### src/rtl/i2c_tgt_pkg.sv
package i2c_tgt_pkg;

    localparam int BYTE_W = 8;
    localparam int CNT_W  = $clog2(BYTE_W + 1);

    typedef logic [BYTE_W-1:0] byte_t;

    typedef enum logic [2:0] {
        ST_IDLE,
        ST_ADDR,
        ST_AACK,
        ST_DATA,
        ST_DACK
    } tgt_state_e;

    typedef struct packed {
        logic start;
        logic stop;
        logic scl_rise;
        logic scl_fall;
        logic sda;
    } bus_evt_t;

    localparam byte_t SC_OWN_ACK   = 8'h60;
    localparam byte_t SC_GC_ACK    = 8'h70;
    localparam byte_t SC_OWN_DATA  = 8'h80;
    localparam byte_t SC_OWN_DNACK = 8'h88;
    localparam byte_t SC_GC_DATA   = 8'h90;
    localparam byte_t SC_GC_DNACK  = 8'h98;
    localparam byte_t SC_END       = 8'hA0;
    localparam byte_t SC_NONE      = 8'hF8;

    // {gc_hit, own_hit}; only write direction can hit, general call has priority
    function automatic logic [1:0] addr_match(input byte_t rx_byte, input byte_t cfg);
        logic own_hit;
        logic gc_hit;
        gc_hit  = (rx_byte[BYTE_W-1:1] == '0) && cfg[0] && !rx_byte[0];
        own_hit = (rx_byte[BYTE_W-1:1] == cfg[BYTE_W-1:1]) && !rx_byte[0] && !gc_hit;
        return {gc_hit, own_hit};
    endfunction

    function automatic byte_t data_code(input logic via_gc, input logic acked);
        if (via_gc) return acked ? SC_GC_DATA : SC_GC_DNACK;
        return acked ? SC_OWN_DATA : SC_OWN_DNACK;
    endfunction

endpackage

### src/rtl/i2c_tgt_sync.sv
module i2c_tgt_sync #(
    parameter int   STAGES  = 2,
    parameter logic RST_VAL = 1'b1
) (
    input  logic clk,
    input  logic rst,
    input  logic d,
    output logic q
);

    logic [STAGES-1:0] chain;

    generate
        if (STAGES == 1) begin : g_single
            always_ff @(posedge clk) begin
                if (rst) chain <= RST_VAL;
                else     chain <= d;
            end
        end else begin : g_multi
            always_ff @(posedge clk) begin
                if (rst) chain <= {STAGES{RST_VAL}};
                else     chain <= {chain[STAGES-2:0], d};
            end
        end
    endgenerate

    assign q = chain[STAGES-1];

endmodule

### src/rtl/i2c_tgt_edge.sv
module i2c_tgt_edge
    import i2c_tgt_pkg::*;
(
    input  logic     clk,
    input  logic     rst,
    input  logic     scl_s,
    input  logic     sda_s,
    output bus_evt_t evt
);

    logic scl_q;
    logic sda_q;

    always_ff @(posedge clk) begin
        if (rst) begin
            scl_q <= 1'b1;
            sda_q <= 1'b1;
        end else begin
            scl_q <= scl_s;
            sda_q <= sda_s;
        end
    end

    always_comb begin
        evt.start    = scl_s && scl_q && sda_q && !sda_s;
        evt.stop     = scl_s && scl_q && !sda_q && sda_s;
        evt.scl_rise = scl_s && !scl_q;
        evt.scl_fall = !scl_s && scl_q;
        evt.sda      = sda_s;
    end

endmodule

### src/rtl/i2c_tgt_fsm.sv
module i2c_tgt_fsm
    import i2c_tgt_pkg::*;
(
    input  logic     clk,
    input  logic     rst,
    input  bus_evt_t evt,
    input  byte_t    cfg_addr,
    input  logic     cfg_enable,
    input  logic     cfg_ack_en,
    input  logic     flag_clear,
    output logic     flag,
    output byte_t    code,
    output byte_t    data,
    output logic     sda_low
);

    tgt_state_e       state_q;
    logic [CNT_W-1:0] cnt_q;
    byte_t            shift_q;
    logic             gc_q;
    logic [1:0]       hit;
    logic             addressed;

    assign hit       = addr_match(shift_q, cfg_addr);
    assign addressed = (state_q == ST_AACK) || (state_q == ST_DATA) || (state_q == ST_DACK);

    always_ff @(posedge clk) begin
        if (rst) begin
            state_q <= ST_IDLE;
            cnt_q   <= '0;
            shift_q <= '0;
            gc_q    <= 1'b0;
            flag    <= 1'b0;
            code    <= SC_NONE;
            data    <= '0;
            sda_low <= 1'b0;
        end else if (!cfg_enable) begin
            state_q <= ST_IDLE;
            cnt_q   <= '0;
            flag    <= 1'b0;
            sda_low <= 1'b0;
        end else begin
            if (flag_clear) flag <= 1'b0;
            if (evt.start || evt.stop) begin
                if (addressed) begin
                    flag <= 1'b1;
                    code <= SC_END;
                end
                state_q <= evt.start ? ST_ADDR : ST_IDLE;
                cnt_q   <= '0;
                sda_low <= 1'b0;
            end else begin
                case (state_q)
                    ST_ADDR, ST_DATA: begin
                        if (evt.scl_rise && cnt_q != CNT_W'(BYTE_W)) begin
                            shift_q <= {shift_q[BYTE_W-2:0], evt.sda};
                            cnt_q   <= cnt_q + 1'b1;
                        end
                        if (evt.scl_fall && cnt_q == CNT_W'(BYTE_W)) begin
                            cnt_q <= '0;
                            if (state_q == ST_ADDR) begin
                                if (cfg_ack_en && (hit != 2'b00)) begin
                                    flag    <= 1'b1;
                                    sda_low <= 1'b1;
                                    gc_q    <= hit[1];
                                    code    <= hit[1] ? SC_GC_ACK : SC_OWN_ACK;
                                    state_q <= ST_AACK;
                                end else begin
                                    state_q <= ST_IDLE;
                                end
                            end else begin
                                flag    <= 1'b1;
                                data    <= shift_q;
                                sda_low <= cfg_ack_en;
                                code    <= data_code(gc_q, cfg_ack_en);
                                state_q <= ST_DACK;
                            end
                        end
                    end
                    ST_AACK, ST_DACK: begin
                        if (evt.scl_fall) begin
                            sda_low <= 1'b0;
                            cnt_q   <= '0;
                            state_q <= (state_q == ST_DACK && !sda_low) ? ST_IDLE : ST_DATA;
                        end
                    end
                    default: ;
                endcase
            end
        end
    end

endmodule

### src/rtl/i2c_tgt_rx.sv
module i2c_tgt_rx
    import i2c_tgt_pkg::*;
#(
    parameter int SYNC_STAGES = 2
) (
    input  logic       clk,
    input  logic       rst,
    input  logic       scl_i,
    input  logic       sda_i,
    input  logic [7:0] cfg_addr,
    input  logic       cfg_enable,
    input  logic       cfg_ack_en,
    input  logic       flag_clear,
    output logic       irq_flag,
    output logic [7:0] status,
    output logic [7:0] rx_data,
    output logic       scl_drive_low,
    output logic       sda_drive_low
);

    localparam int LINES = 2;

    logic [LINES-1:0] raw_w;
    logic [LINES-1:0] sync_w;
    bus_evt_t         evt_w;
    byte_t            code_w;

    assign raw_w = {scl_i, sda_i};

    for (genvar g = 0; g < LINES; g++) begin : g_sync
        i2c_tgt_sync #(
            .STAGES (SYNC_STAGES),
            .RST_VAL(1'b1)
        ) u_sync (
            .clk(clk),
            .rst(rst),
            .d  (raw_w[g]),
            .q  (sync_w[g])
        );
    end

    i2c_tgt_edge u_edge (
        .clk  (clk),
        .rst  (rst),
        .scl_s(sync_w[1]),
        .sda_s(sync_w[0]),
        .evt  (evt_w)
    );

    i2c_tgt_fsm u_fsm (
        .clk       (clk),
        .rst       (rst),
        .evt       (evt_w),
        .cfg_addr  (cfg_addr),
        .cfg_enable(cfg_enable),
        .cfg_ack_en(cfg_ack_en),
        .flag_clear(flag_clear),
        .flag      (irq_flag),
        .code      (code_w),
        .data      (rx_data),
        .sda_low   (sda_drive_low)
    );

    assign status        = irq_flag ? code_w : SC_NONE;
    assign scl_drive_low = irq_flag;

endmodule

### config.mk
export PLATFORM = sky130hd
export DESIGN_NAME = i2c_tgt_rx
export DESIGN_NICKNAME = d
export VERILOG_FILES = /design/src/rtl/i2c_tgt_pkg.sv /design/src/rtl/i2c_tgt_sync.sv /design/src/rtl/i2c_tgt_edge.sv /design/src/rtl/i2c_tgt_fsm.sv /design/src/rtl/i2c_tgt_rx.sv
export SDC_FILE = /design/constraint.sdc
export NUM_CORES = 1
export LEC_CHECK = 0
export ABC_AREA = 1
export CAP_MARGIN = 20
export CORE_MARGIN = 4
export CORE_UTILIZATION = 55
export CTS_CLUSTER_DIAMETER = 150
export CTS_CLUSTER_SIZE = 10
export DETAILED_ROUTE_END_ITERATION = 10
export HOLD_SLACK_MARGIN = 0.1
export PLACE_DENSITY = 0.89
export SKIP_CTS_REPAIR_TIMING = 1
export SLEW_MARGIN = 20
export SYNTH_ARGS = -nofsm -noshare
export SYNTH_HDL_FRONTEND = slang
export SYNTH_SLANG_ARGS = --single-unit
### constraint.sdc
create_clock -name clk -period 2.4 [get_ports clk]
set_input_delay 0.48 -clock clk [delete_from_list [all_inputs] [get_ports clk]]
set_output_delay 0.48 -clock clk [all_outputs]
set_load 0.05 [all_outputs]
== Yosys cells after proc, flatten, opt, wreduce, memory -nomap -nowiden ==
Index checks and enable logic that the tools add are counted.
Word-level totals
  register bits: 40
  input bits: 15
  logic and storage cells: 116
Cells by class
  $add $sub $neg: 1
  equality and inequality tests: 15
  muxes and demuxes: 43
  bitwise logic cells: 3
  reduce and logical (&&, ||, !) cells: 42
Operators with widths (count)
  2-to-1 mux 8 bit: 9
  2-to-1 mux 4 bit: 5
  2-to-1 mux 1 bit: 19
  logical AND 1 bit: 15
  2-to-1 mux 3 bit: 4
  AND reduction 5 bit: 2
  != test 3 x 1 -> 1 bit, second input constant: 3
  one-hot mux 4 bit (2 select lines): 1
  AND reduction 4 bit: 2
  nonzero test 2 bit: 4
  == test 7 bit: 1
  zero test 1 bit: 7
  zero test 7 bit: 1
  == test 3 x 2 -> 1 bit, second input constant: 2
  != test 2 x 1 -> 1 bit, second input constant: 3
  one-hot mux 3 bit (2 select lines): 1
  AND reduction 3 bit: 2
  AND reduction 6 bit: 1
  OR reduction 2 bit: 3
  2-to-1 mux 5 bit: 1
  adder 4 x 1 -> 4 bit, second input constant: 1
  == test 4 bit, second input constant: 1
  2-to-1 mux 2 bit: 2
  != test 4 bit, second input constant: 1
  other kinds (9): 13

== Depth between registers and ports, before layout ==
  word-level depth: 13
  mapped depth: 15
  mapped depth without buffers: 15

== Cells and area by module ==
From an unflattened synthesis, not the netlist that was laid out.
Unflattened totals
  cells, all modules: 288
  area, all modules: 1936.9 um^2
Modules (own cells, without submodules)
  i2c_tgt_fsm: times used 1, cells an instance 239, area each 1646.6 um^2
  i2c_tgt_sync: times used 2, cells an instance 7, area each 58.8 um^2
  i2c_tgt_edge: times used 1, cells an instance 17, area each 100.1 um^2
  i2c_tgt_rx: times used 1, cells an instance 18, area each 72.6 um^2

== Least setup slack after synthesis ==
Ideal clock, no wire load.
  path kind: reg2out
  start: reg u_fsm.flag
  end: out status[3]
  data arrival time: 1.204 ns
  required time: 1.920 ns
  slack: 0.716 ns
  cell stages (with the launch flop): 3
  path buffers: 0
  cells stage by stage: dfxtp_1 inv_1 or2_2
On the way
  longest elaborated chain between the ends: 1
RTL lines
  from (decl): line i2c_tgt_fsm.sv:11  | output logic flag,
  from (signal assigned): line i2c_tgt_fsm.sv:33  | flag <= 1'b0;
  from (signal assigned): line i2c_tgt_fsm.sv:40  | flag <= 1'b0;
  from (signal assigned): line i2c_tgt_fsm.sv:43  | if (flag_clear) flag <= 1'b0;
  2-to-1 mux 8 bit: line i2c_tgt_rx.sv:64  | assign status = irq_flag ? code_w : SC_NONE;
  to (decl): line i2c_tgt_rx.sv:15  | output logic [7:0] status,
Every way passes these cells.

== Worst setup path after layout ==
  start: reg u_fsm.flag
  end: out status[5]
The elaborated chain is that of the path after synthesis.

==> run summary <==
Critical Path, Cell by Cell -> inv_1, or2_2, clkdlybuf4s50_1
antenna violations before repair -> 0
Reg clk slew, reported paths -> 110 ps
Worst path depth -> 3
final core utilization -> 70.7%
clk root buf -> clkbuf_4
post-detail-place hpwl -> 2920 microns
FF-to-FF setup slack -> 490 ps
Setup-failing EPs final -> 0
slowest stage delay, CP -> 700 ps
routability cong. -> 0.868
IO buf count -> 30
CTS tree -> yes
gr usage total -> 19.5%
Yosys warnings -> 0
crit path capture type -> output port
Slew Limit Fails -> 0
final critical-path required period -> 2240 ps
syn_area_per_cell -> 7.11 sq um
CTS buffer count -> 5
ant diodes -> 0
most frequent cells in the layout -> nand2_1, dfxtp_1, inv_1
share of layout cells above drive strength 1 -> 15.2%
crit share post-route -> 93.2%
Mapped Area -> 1810 sq um
status -> complete, no violations
Initial DRT Pass Iterations -> 4
top achievable clock speed -> 0.447 GHz
1st-iter DRT viols -> 44
RSZ-0062 raised after global routing -> false
largest net degree at the start of global routing -> 17
multi-input logic area -> 873 sq um
async set or reset register ratio after synthesis -> 0%
GRT overflow -> 0
Final nets -> 305
Worst-Skew Late Latency -> 340 ps
worst r2r path cells -> 8
die area -> 4280 sq um
wl on met1 -> 1660 microns
die extent in x -> 65.4 microns
predominant post-synthesis flop cell -> dfxtp_1
Rel. slew slack -> 64.6%
Critical Path Slowest Stage Cell -> clkdlybuf4s50_1
CP Max Fanout -> 6
FF+latch count, synth -> 37
drt drc -> 0
pwr dens -> 480 nW/um^2
delay-heaviest family, CP -> buffers and inverters
TritonCTS sink count -> 37
sequential-to-total area share from yosys stat -> 40.8%
sequential cell area -> 741 sq um
met3 WL post-DR -> 211 microns
Top Metal Used -> met4
DR WL/cell -> 11.0 microns
final hold violations -> 0
crit path buf inv count -> 2
Post-synth EDFFs -> 0
Via Count -> 1657
std cell rows -> 20
Cells after DPL -> 325
fillers -> 273
vias in the first global route -> 1554
Clock Path Buffers -> 2
met2 WL -> 1720 microns
CP Data Arrival Time -> 1760 ps
Final Non-Filler Cells -> 333
Synth Instances -> 255
CP Launch Type -> register
die height -> 65.4 microns
setup TNS -> 0 ps
Worst VDD drop -> 489 uV
post-synth cell types -> 27
core area -> 3100 sq um
leakage power -> 0.942 nW
Max-Cap Viols -> 0
Slew @ Worst Pin -> 529 ps
initial core utilization -> 58.5%
WHS Path Cells -> 1
DR vias/cell -> 4.98
Worst Path Required -> 1920 ps
# IOs -> 34
H-Tree Depth -> 2
Fin Clk Skew -> 7.56 ps
commonest non-fill, non-tap cell in the layout -> nand2_1
Hold Crit Class -> register to register
ANT nets after route -> 0
first-pass GRT wire length -> 6480 microns
CP Class -> register to output port
final wirelength -> 3660 microns
area grow syn2layout -> 20.9%
## metal layers
| metal | track usage (%) | up-vias |
|---|---|---|
| li1 | - | 867 |
| met1 | 24.1 | 731 |
| met2 | 32.1 | 51 |
| met3 | 5.81 | 8 |
| met4 | 6.74 | 0 |
| met5 | 0 | - |
## sequential cells by signal, summed over array words and instances, names as in the netlist
name                 count
u_fsm.shift_q            8
u_edge.sda_q             1
u_fsm.data               8
u_fsm.flag               1
u_fsm.cnt_q              4
u_edge.scl_q             1
u_fsm.sda_low            1
u_fsm.state_q            3
u_fsm.code               5
u_fsm.gc_q               1
g_sync.u_sync.chain      4
## cells by family (layout without fill, tap and decap cells)
kind of cell    Yosys count  in the layout  share of synthesized area [%]
simple gates            116            116                           31.9
compound gates           49             49                           13.8
buf+inv                  49             81                           11.4
flops                    37             37                           40.8
fa+ha+maj                 2              2                           1.38
other cells               1              3                          0.207
xor+xnor                  1              1                          0.483
## cell usage after synthesis, types with 3 or more instances
master / number / area, sq um
a21oi_1: 25 / 125
buf_4: 4 / 30.0
dfxtp_1: 37 / 741
inv_1: 33 / 124
inv_2: 8 / 30.0
nand2_1: 49 / 184
nand2_2: 3 / 18.8
nand2_4: 3 / 33.8
nand3_1: 18 / 90.1
nor2_1: 18 / 67.6
nor2_2: 5 / 31.3
nor2_4: 3 / 33.8
nor3_1: 3 / 15.0
o21ai_0: 19 / 95.1
o21ai_1: 3 / 15.0
or2_2: 10 / 62.6
## through the flow
stage                     power (W)  hold WS (ps)  worst slack, ps  instance area, sq um
after floorplan            0.000711           389              716                  1820
after global placement     0.000746           391              360                  2140
after detailed placement   0.000749           397              276                  2140
after CTS                   0.00106           424              138                  2190
after global routing        0.00110           431             46.8                  2190
final                       0.00105           421              163                  2190
## area by class of cell
type	instances	share of cell area, %
clock buffers	5	1.71
clock inverters	3	0.799
inverters	41	7.02
multi-input cells	171	39.8
flip-flops and latches	37	33.8
well taps	44	2.51
repair buffers	32	14.4
## report_power, final
part           total (W)  leakage, nW  switching (W)  internal, W
combinational   0.000110        0.612      0.0000657    0.0000438
clock           0.000317       0.0310       0.000207     0.000110
sequential      0.000626        0.300     0.00000528     0.000621
## path summary, 6_finish.rpt
kind / to / from
setup / recovery: status[5] / u_fsm.flag
hold / removal: g_sync[1].u_sync.chain[1] / g_sync[1].u_sync.chain[0]
setup reg to reg: u_fsm.shift_q[5] / u_fsm.cnt_q[0]
hold reg to reg: g_sync[1].u_sync.chain[1] / g_sync[1].u_sync.chain[0]
(Power assumes the default switching activity.)
